File: config.mk
export PLATFORM = sky130hd
export DESIGN_NAME = mdio_master
export DESIGN_NICKNAME = d
export VERILOG_FILES = /design/src/rtl/mdio_pkg.sv /design/src/rtl/mdio_mdc_gen.sv /design/src/rtl/mdio_rx_capture.sv /design/src/rtl/mdio_frame_seq.sv /design/src/rtl/mdio_master.sv
export SDC_FILE = /design/constraint.sdc
export NUM_CORES = 1
export LEC_CHECK = 0
export BUFFER_PORTS_ARGS = -buffer_cell sky130_fd_sc_hd__buf_2
export CAP_MARGIN = 20
export CORE_MARGIN = 8
export CORE_UTILIZATION = 52
export CTS_CLUSTER_SIZE = 24
export DETAILED_ROUTE_END_ITERATION = 16
export PLACE_DENSITY_LB_ADDON = 0.15
export SLEW_MARGIN = 0
export SYNTH_ARGS = -nofsm -noshare
export SYNTH_HDL_FRONTEND = slang
export SYNTH_SLANG_ARGS = --single-unit
File: constraint.sdc
create_clock -name clk -period 1.8 [get_ports clk]
set_clock_uncertainty 0.15 [all_clocks]
set_input_delay 0.54 -clock clk [delete_from_list [all_inputs] [get_ports clk]]
set_output_delay 0.54 -clock clk [all_outputs]
set_load 0.1 [all_outputs]
File: src/rtl/mdio_pkg.sv
package mdio_pkg;

   typedef enum logic [1:0] {
      SEQ_IDLE  = 2'd0,
      SEQ_FRAME = 2'd1,
      SEQ_DONE  = 2'd2
   } seq_state_t;

   localparam int HDR_BITS   = 16;
   localparam int WORD_BITS  = 32;
   localparam int RD_IN_BITS = 19;
   localparam int WR_TAIL    = 2;

   function automatic logic [15:0] rd_header(input logic [4:0] phy, input logic [4:0] ra);
      return 16'hD800 | {6'b0, phy, ra};
   endfunction

   function automatic logic [31:0] wr_word(input logic [4:0] phy, input logic [4:0] ra,
                                           input logic [15:0] wd);
      return 32'h5002_0000 | {4'b0, phy, ra, 18'b0} | {16'b0, wd};
   endfunction

endpackage

File: src/rtl/mdio_mdc_gen.sv
module mdio_mdc_gen #(
   parameter int HALF_CYC = 20
) (
   input  logic clk,
   input  logic rst_n,
   input  logic run,
   output logic mdc,
   output logic rise_now,
   output logic fall_now
);
   localparam int CW = (HALF_CYC < 2) ? 1 : $clog2(HALF_CYC);
   localparam logic [CW-1:0] LAST = CW'(HALF_CYC - 1);

   logic [CW-1:0] cnt_q;
   logic          mdc_q;
   logic          wrap;

   assign wrap     = run && (cnt_q == LAST);
   assign rise_now = wrap && !mdc_q;
   assign fall_now = wrap && mdc_q;
   assign mdc      = mdc_q;

   always_ff @(posedge clk) begin
      if (!rst_n || !run) begin
         cnt_q <= '0;
         mdc_q <= 1'b0;
      end else if (wrap) begin
         cnt_q <= '0;
         mdc_q <= ~mdc_q;
      end else begin
         cnt_q <= cnt_q + 1'b1;
      end
   end


   mdc_idle_low_chk: assert property (@(posedge clk) disable iff (!rst_n)
      !run |=> !mdc_q);

endmodule

File: src/rtl/mdio_rx_capture.sv
module mdio_rx_capture #(
   parameter int SYNC_STAGES = 0,
   parameter int CAP_BITS    = 19
) (
   input  logic        clk,
   input  logic        rst_n,
   input  logic        mdio_in,
   input  logic        sample_now,
   output logic [15:0] rdata
);
   logic din;
   logic [CAP_BITS-1:0] cap_q;

   generate
      if (SYNC_STAGES == 0) begin : g_direct
         assign din = mdio_in;
      end else begin : g_sync
         logic [SYNC_STAGES-1:0] sync_q;
         always_ff @(posedge clk) begin
            if (!rst_n) begin
               sync_q <= '1;
            end else begin
               sync_q[0] <= mdio_in;
               for (int i = 1; i < SYNC_STAGES; i++) sync_q[i] <= sync_q[i-1];
            end
         end
         assign din = sync_q[SYNC_STAGES-1];
      end
   endgenerate

   always_ff @(posedge clk) begin
      if (!rst_n)          cap_q <= '0;
      else if (sample_now) cap_q <= {cap_q[CAP_BITS-2:0], din};
   end

   // drop the trailing idle sample and the turnaround samples
   assign rdata = cap_q[16:1];

endmodule

File: src/rtl/mdio_frame_seq.sv
module mdio_frame_seq
   import mdio_pkg::*;
#(
   parameter int PRE_BITS = 32,
   parameter int REGA_W   = 8
) (
   input  logic              clk,
   input  logic              rst_n,
   input  logic              req_valid,
   input  logic              req_write,
   input  logic [4:0]        req_phy,
   input  logic [REGA_W-1:0] req_reg,
   input  logic [15:0]       req_wdata,
   input  logic              rise_now,
   input  logic              fall_now,
   output logic              run,
   output logic              busy,
   output logic              done,
   output logic              sample_now,
   output logic              mdio_out,
   output logic              mdio_oe
);
   localparam int SR_W   = PRE_BITS + WORD_BITS;
   localparam int RD_TOT = PRE_BITS + HDR_BITS + RD_IN_BITS;
   localparam int WR_TOT = PRE_BITS + WORD_BITS + WR_TAIL;
   localparam int CW     = $clog2(RD_TOT + 1);
   localparam logic [CW-1:0] RD_LAST = CW'(RD_TOT - 1);
   localparam logic [CW-1:0] WR_LAST = CW'(WR_TOT - 1);
   localparam logic [CW-1:0] RD_DRV  = CW'(PRE_BITS + HDR_BITS - 1);
   localparam logic [CW-1:0] WR_DRV  = CW'(PRE_BITS + WORD_BITS - 1);
   localparam logic [CW-1:0] PRE_N   = CW'(PRE_BITS);

   seq_state_t      state_q;
   logic [SR_W-1:0] tx_q;
   logic [CW-1:0]   bit_q;
   logic            rd_q;
   logic            oe_q;
   logic            hi_bad;
   logic [CW-1:0]   last_idx;
   logic [CW-1:0]   drv_last;

   generate
      if (REGA_W > 5) begin : g_hi_chk
         assign hi_bad = |req_reg[REGA_W-1:5];
      end else begin : g_no_hi
         assign hi_bad = 1'b0;
      end
   endgenerate

   assign last_idx   = rd_q ? RD_LAST : WR_LAST;
   assign drv_last   = rd_q ? RD_DRV  : WR_DRV;
   assign run        = (state_q == SEQ_FRAME);
   assign busy       = (state_q != SEQ_IDLE);
   assign done       = (state_q == SEQ_DONE);
   assign sample_now = rise_now && rd_q && (bit_q > drv_last);
   assign mdio_oe    = oe_q;
   assign mdio_out   = oe_q & tx_q[SR_W-1];

   always_ff @(posedge clk) begin
      if (!rst_n) begin
         state_q <= SEQ_IDLE;
         tx_q    <= '0;
         bit_q   <= '0;
         rd_q    <= 1'b0;
         oe_q    <= 1'b0;
      end else begin
         case (state_q)
            SEQ_IDLE: begin
               if (req_valid) begin
                  if (req_write && hi_bad) begin
                     state_q <= SEQ_DONE;
                  end else begin
                     state_q <= SEQ_FRAME;
                     oe_q    <= 1'b1;
                     bit_q   <= '0;
                     rd_q    <= !req_write;
                     if (req_write)
                        tx_q <= {{PRE_BITS{1'b1}}, wr_word(req_phy, req_reg[4:0], req_wdata)};
                     else
                        tx_q <= {{PRE_BITS{1'b1}}, rd_header(req_phy, req_reg[4:0]), 16'h0000};
                  end
               end
            end
            SEQ_FRAME: begin
               if (fall_now) begin
                  tx_q  <= tx_q << 1;
                  bit_q <= bit_q + 1'b1;
                  if (bit_q == last_idx) begin
                     state_q <= SEQ_DONE;
                     oe_q    <= 1'b0;
                  end else if (bit_q == drv_last) begin
                     oe_q    <= 1'b0;
                  end
               end
            end
            default: state_q <= SEQ_IDLE;
         endcase
      end
   end


   oe_idle_chk: assert property (@(posedge clk) disable iff (!rst_n)
      (state_q != SEQ_FRAME) |-> !oe_q);


   pre_ones_chk: assert property (@(posedge clk) disable iff (!rst_n)
      (run && bit_q < PRE_N) |-> (mdio_oe && mdio_out));


   accept_busy_chk: assert property (@(posedge clk) disable iff (!rst_n)
      (!busy && req_valid) |=> busy);


   done_single_chk: assert property (@(posedge clk) disable iff (!rst_n)
      done |=> (!done && !busy));

endmodule

File: src/rtl/mdio_master.sv
module mdio_master #(
   parameter int CLK_MHZ     = 100,
   parameter int MDC_MAX_KHZ = 2500,
   parameter int PRE_BITS    = 32,
   parameter int REGA_W      = 8,
   parameter int IN_SYNC     = 0
) (
   input  logic              clk,
   input  logic              rst_n,
   input  logic              req_valid,
   input  logic              req_write,
   input  logic [4:0]        req_phy,
   input  logic [REGA_W-1:0] req_reg,
   input  logic [15:0]       req_wdata,
   output logic              busy,
   output logic              done,
   output logic [15:0]       rdata,
   output logic              mdc,
   output logic              mdio_out,
   output logic              mdio_oe,
   input  logic              mdio_in
);
   localparam int HALF_CYC = (CLK_MHZ * 1000 + 2 * MDC_MAX_KHZ - 1) / (2 * MDC_MAX_KHZ);

   generate
      if (PRE_BITS < 32) begin : g_bad_pre
         $error("mdio_master: PRE_BITS must be at least 32");
      end
      if (REGA_W < 5) begin : g_bad_rega
         $error("mdio_master: REGA_W must be at least 5");
      end
      if (HALF_CYC < 1) begin : g_bad_half
         $error("mdio_master: MDC half period below one clock");
      end
      if (IN_SYNC > HALF_CYC - 2 && IN_SYNC != 0) begin : g_bad_sync
         $error("mdio_master: IN_SYNC too deep for the MDC half period");
      end
   endgenerate

   logic run, rise_now, fall_now, sample_now;

   mdio_mdc_gen #(.HALF_CYC(HALF_CYC)) u_mdc (
      .clk      (clk),
      .rst_n    (rst_n),
      .run      (run),
      .mdc      (mdc),
      .rise_now (rise_now),
      .fall_now (fall_now)
   );

   mdio_frame_seq #(.PRE_BITS(PRE_BITS), .REGA_W(REGA_W)) u_seq (
      .clk        (clk),
      .rst_n      (rst_n),
      .req_valid  (req_valid),
      .req_write  (req_write),
      .req_phy    (req_phy),
      .req_reg    (req_reg),
      .req_wdata  (req_wdata),
      .rise_now   (rise_now),
      .fall_now   (fall_now),
      .run        (run),
      .busy       (busy),
      .done       (done),
      .sample_now (sample_now),
      .mdio_out   (mdio_out),
      .mdio_oe    (mdio_oe)
   );

   mdio_rx_capture #(.SYNC_STAGES(IN_SYNC), .CAP_BITS(mdio_pkg::RD_IN_BITS)) u_rx (
      .clk        (clk),
      .rst_n      (rst_n),
      .mdio_in    (mdio_in),
      .sample_now (sample_now),
      .rdata      (rdata)
   );


   sample_low_chk: assert property (@(posedge clk) disable iff (!rst_n)
      sample_now |-> !mdc);


   oe_change_low_chk: assert property (@(posedge clk) disable iff (!rst_n)
      (mdio_oe != $past(mdio_oe)) |-> !mdc);


   out_stable_high_chk: assert property (@(posedge clk) disable iff (!rst_n)
      (mdc && $past(mdc)) |-> $stable(mdio_out));

endmodule

==> parameters.txt <==
Parameter                              Value

Die
  Die extent in x ... 109.5 microns
  Number of I/O pins ... 55
  Number of placement rows ... 34
  Chip height ... 109.5 microns
  Area of the core ... 8593 sq um
  Initial core utilization ... 52.94%
  Total die area ... 12,000 sq um

Layout
  Area delta synth->final ... 27.70%
  Leading cell type in the layout, fill and taps excluded ... sky130_fd_sc_hd__dfxtp_1
  Highest-count cells in the layout ignoring fill and taps ... 91 x sky130_fd_sc_hd__dfxtp_1, 60 x sky130_fd_sc_hd__nand2_1, 43 x sky130_fd_sc_hd__buf_4, 38 x sky130_fd_sc_hd__mux2i_1, 34 x sky130_fd_sc_hd__o311a_1
  Diode count ... 0
  Share of post-route cells with drive strength above 1 ... 32.71%
  Net count, final ... 564
  Final core utilization ... 67.60%
  Post-route non-filler standard cell count ... 640

Yosys
  Top area cells in the synthesized netlist ... sky130_fd_sc_hd__dfxtp_1 43%, sky130_fd_sc_hd__mux2i_1 8.4%, sky130_fd_sc_hd__o311a_1 7.5%
  FF+latch count, synth ... 98
  Net count after synthesis ... 508
  Area fraction of the dominant cell type after synthesis ... 43.12%
  Mean post-synth cell area ... 9.659 sq um
  Synth Instances ... 471
  Number of synthesized flops with an enable pin ... 0
  Cell taking the most area after synthesis ... sky130_fd_sc_hd__dfxtp_1
  Commonest register cell after synthesis ... sky130_fd_sc_hd__dfxtp_1
  Post-synthesis sequential area ratio ... 43.12%
  Post-synth ARST share ... 0%
  Cell Area, Synth ... 4549 sq um
  Count of yosys warnings during synthesis ... 0
  Count of different cell masters after synthesis ... 50

STA
  RSZ-0062 raised after global routing ... true
  Count of final hold-check violations ... 0
  Final setup fails ... 59
  Max frequency ... 0.5128 GHz
  Normalized max-slew margin ... 74.31%
  Worst-Margin Slew ... 0.3854 ns
  Fin crit share ... 108.3%
  Worst Setup Slack, final ... -0.1502 ns
  Total negative slack for setup checks ... -6.218 ns
  Min cycle time layout ... 1.950 ns
  Number of pins exceeding their max-slew limit in the final report ... 0

Setup path
  Start point of the critical path ... u_mdc.cnt_q[1]$_SDFF_PP0_
  Slowest CP cell ... sky130_fd_sc_hd__dfxtp_4
  Worst R2R Start ... u_mdc.cnt_q[1]$_SDFF_PP0_
  FF-to-FF End ... u_seq.tx_q[63]$_SDFFE_PN0P_
  CP arrival ... 2.06 ns
  Delay of the slowest critical-path stage ... 0.37 ns
  Type of the worst setup path ... flip-flop to flip-flop
  Crit-path max FO ... 17
  Capturing instance or port of the critical path ... u_seq.tx_q[63]$_SDFFE_PN0P_
  Required time at the worst-slack endpoint ... 1.91 ns
  Kind of start point of the critical path ... flip-flop
  Setup slack of the most critical reg-to-reg path ... -0.15 ns
  Critical path, cell by cell ... ha_4, buf_4, nand4bb_4, nor2_4, buf_6, nor2_4, buf_12, buf_12, o311a_1
  Register-to-Register Path Depth ... 9
  Critical Path Sink Type ... flip-flop

CTS
  Number of buffers inserted for hold repair after clock tree synthesis ... 0
  Clock Pin Slew Worst Setup and Hold Paths ... 0.10 ns
  Total CTS buffers ... 9
  Sinks on Clock Net ... 98
  Maximum clock path buffer count ... 2
  CTS tree ... yes
  Count of H-tree levels built during CTS ... 3
  Cell at the root of the clock tree ... sky130_fd_sc_hd__clkbuf_8
  Clock insertion delay at the later pin of the skew report ... 0.37 ns

Placement
  Final weighted congestion of routability-driven global placement ... 0.8680
  Cell count after placement ... 600
  IO Port Bufs ... 54
  Sum of net half-perimeters after detailed placement ... 6.344 mm

Hold path
  Kind of path behind the tightest hold check ... input port to flip-flop

Global routing
  Overall fraction of global-route tracks in use ... 17.36%
  Overflow left after global routing ... 0
  Maximum number of pins on one net before global-route repair ... 78
  Global routing met2 resource utilization ... 29.16%
  Global-route wire length before repair ... 16.88 mm
  Met3 layer usage reported by global route ... 2.989%
  Antenna violations before repair ... 0
  Met1 capacity usage during global routing ... 21.68%
  Most Used Layer, Global Route ... met2
  Number of global-route vias before repair ... 3,516

Job
  Max capacitance violation total ... 0

Run status
  Run status ... finished with violations
  Failing checks ... setup timing

Detailed routing
  Iteration-0 DRC count of the detailed router ... 189
  DRC Markers ... 0
  Routed vias ... 3,766
  Post-detailed-route count of antenna-violating nets ... 0
  Via-to-Cell Ratio ... 5.884
  Routed wire per std cell ... 17.13 microns
  DR pass1 iterations ... 4
  Post-detailed-routing wire length ... 10.97 mm

Power
  Max VDD drop ... 0.4049 mV
  Pwr/cell area ... 813.3 nW/um^2
  Leakage power of the design ... 2.537 nW
  Power, Total ... 4.725 mW
-- report_power, final --
group	internal, mW	total [mW]	leakage (nW)	switching (mW)
Sequential	2.30	2.37	0.806	0.0706
Clock	0.670	1.51	0.106	0.836
Combinational	0.414	0.852	1.62	0.437
-- worst min path at each step --
stage	start	end	slack (ns)	depth (start not counted)
finish	mdio_in	u_rx.cap_q[0]$_SDFFE_PN0P_	0.28	3
global route	mdio_in	u_rx.cap_q[0]$_SDFFE_PN0P_	0.27	3
CTS	mdio_in	u_rx.cap_q[0]$_SDFFE_PN0P_	0.26	3
detailed placement	u_seq.tx_q[29]$_SDFFE_PN0P_	u_seq.tx_q[29]$_SDFFE_PN0P_	0.31	2
global placement	u_seq.tx_q[22]$_SDFFE_PN0P_	u_seq.tx_q[22]$_SDFFE_PN0P_	0.30	2
floorplan	u_mdc.cnt_q[0]$_SDFF_PP0_	u_mdc.cnt_q[0]$_SDFF_PP0_	0.27	1
-- cell families (layout without fill, tap and decap cells) --
logic type / count (synthesis) / count (layout) / synth area share [%]
muxes: 38 / 38 / 8.361
AOI/OAI and AO/OA: 85 / 85 / 18.45
adders and majority gates: 3 / 3 / 0.8252
DFF: 98 / 98 / 43.12
buffers and inverters: 66 / 127 / 8.224
xor gates and xnor gates: 4 / 4 / 0.7702
and+or+nand+nor: 177 / 177 / 20.24
-- sequential cells by signal, summed over array words and instances, names as in the netlist --
register,flops
u_seq.tx_q,64
u_rx.cap_q,17
u_seq.bit_q,7
u_mdc.cnt_q,5
u_seq.state_q,2
u_mdc.mdc,1
u_seq.mdio_oe,1
u_seq.rd_q,1
-- worst max-delay path, delay by kind of cell, from the launching register on --
family	cells	cell delay, ns
adder cells (fa/ha/maj)	1	0.14
AND/OR/NAND/NOR	3	0.34
AO/OA/AOI/OAI	1	0.30
flip-flops	1	0.37
buffers and inverters	4	0.53
-- final cells by class --
cell class / count / area [sq um]
Fill cell: 680 / 2784
Tap cell: 108 / 135.1
Inverter: 2 / 7.507
Timing Repair Buffer: 109 / 1127
Sequential cell: 98 / 1983
Multi-Input combinational cell: 307 / 2347
Clock buffer: 9 / 123.9
Clock inverter: 7 / 85.08
-- metal layers --
metal  wire [microns]  share of wire [%]
met4              182                1.7
met1             4879                 44
met3              481                4.4
met5                0                  0
met2             5423                 49
-- timing repair --
item | in CTS | in global routing
endpoints found under the setup margin | 84 | 92
resized for setup | 39 | 16
gates cloned | 3 | 8
setup buffers | 11 | 6
pin swaps | 5 | 3
-- Yosys cell counts, drive strengths merged, types with 6 or more instances --
library cell and n:
dfxtp 98, nand2 62, buf 42, mux2i 38, or3 35, o311a 34
nand3 23, clkbuf 22, nor3 20, a311oi 18, nor2 10, o211ai 10
o21ai 6
-- stage by stage --
stage	setup slack (ns)	cell area, sq um	hold slack, ns
floorplan	-0.1504	4613	0.2676
CTS	-0.1464	5550	0.2624
finish	-0.1502	5809	0.2753
global placement	-0.4597	5049	0.2952
global route	-0.2237	5809	0.2722
detailed placement	-0.5147	5049	0.3077
(Power assumes the default switching activity.)
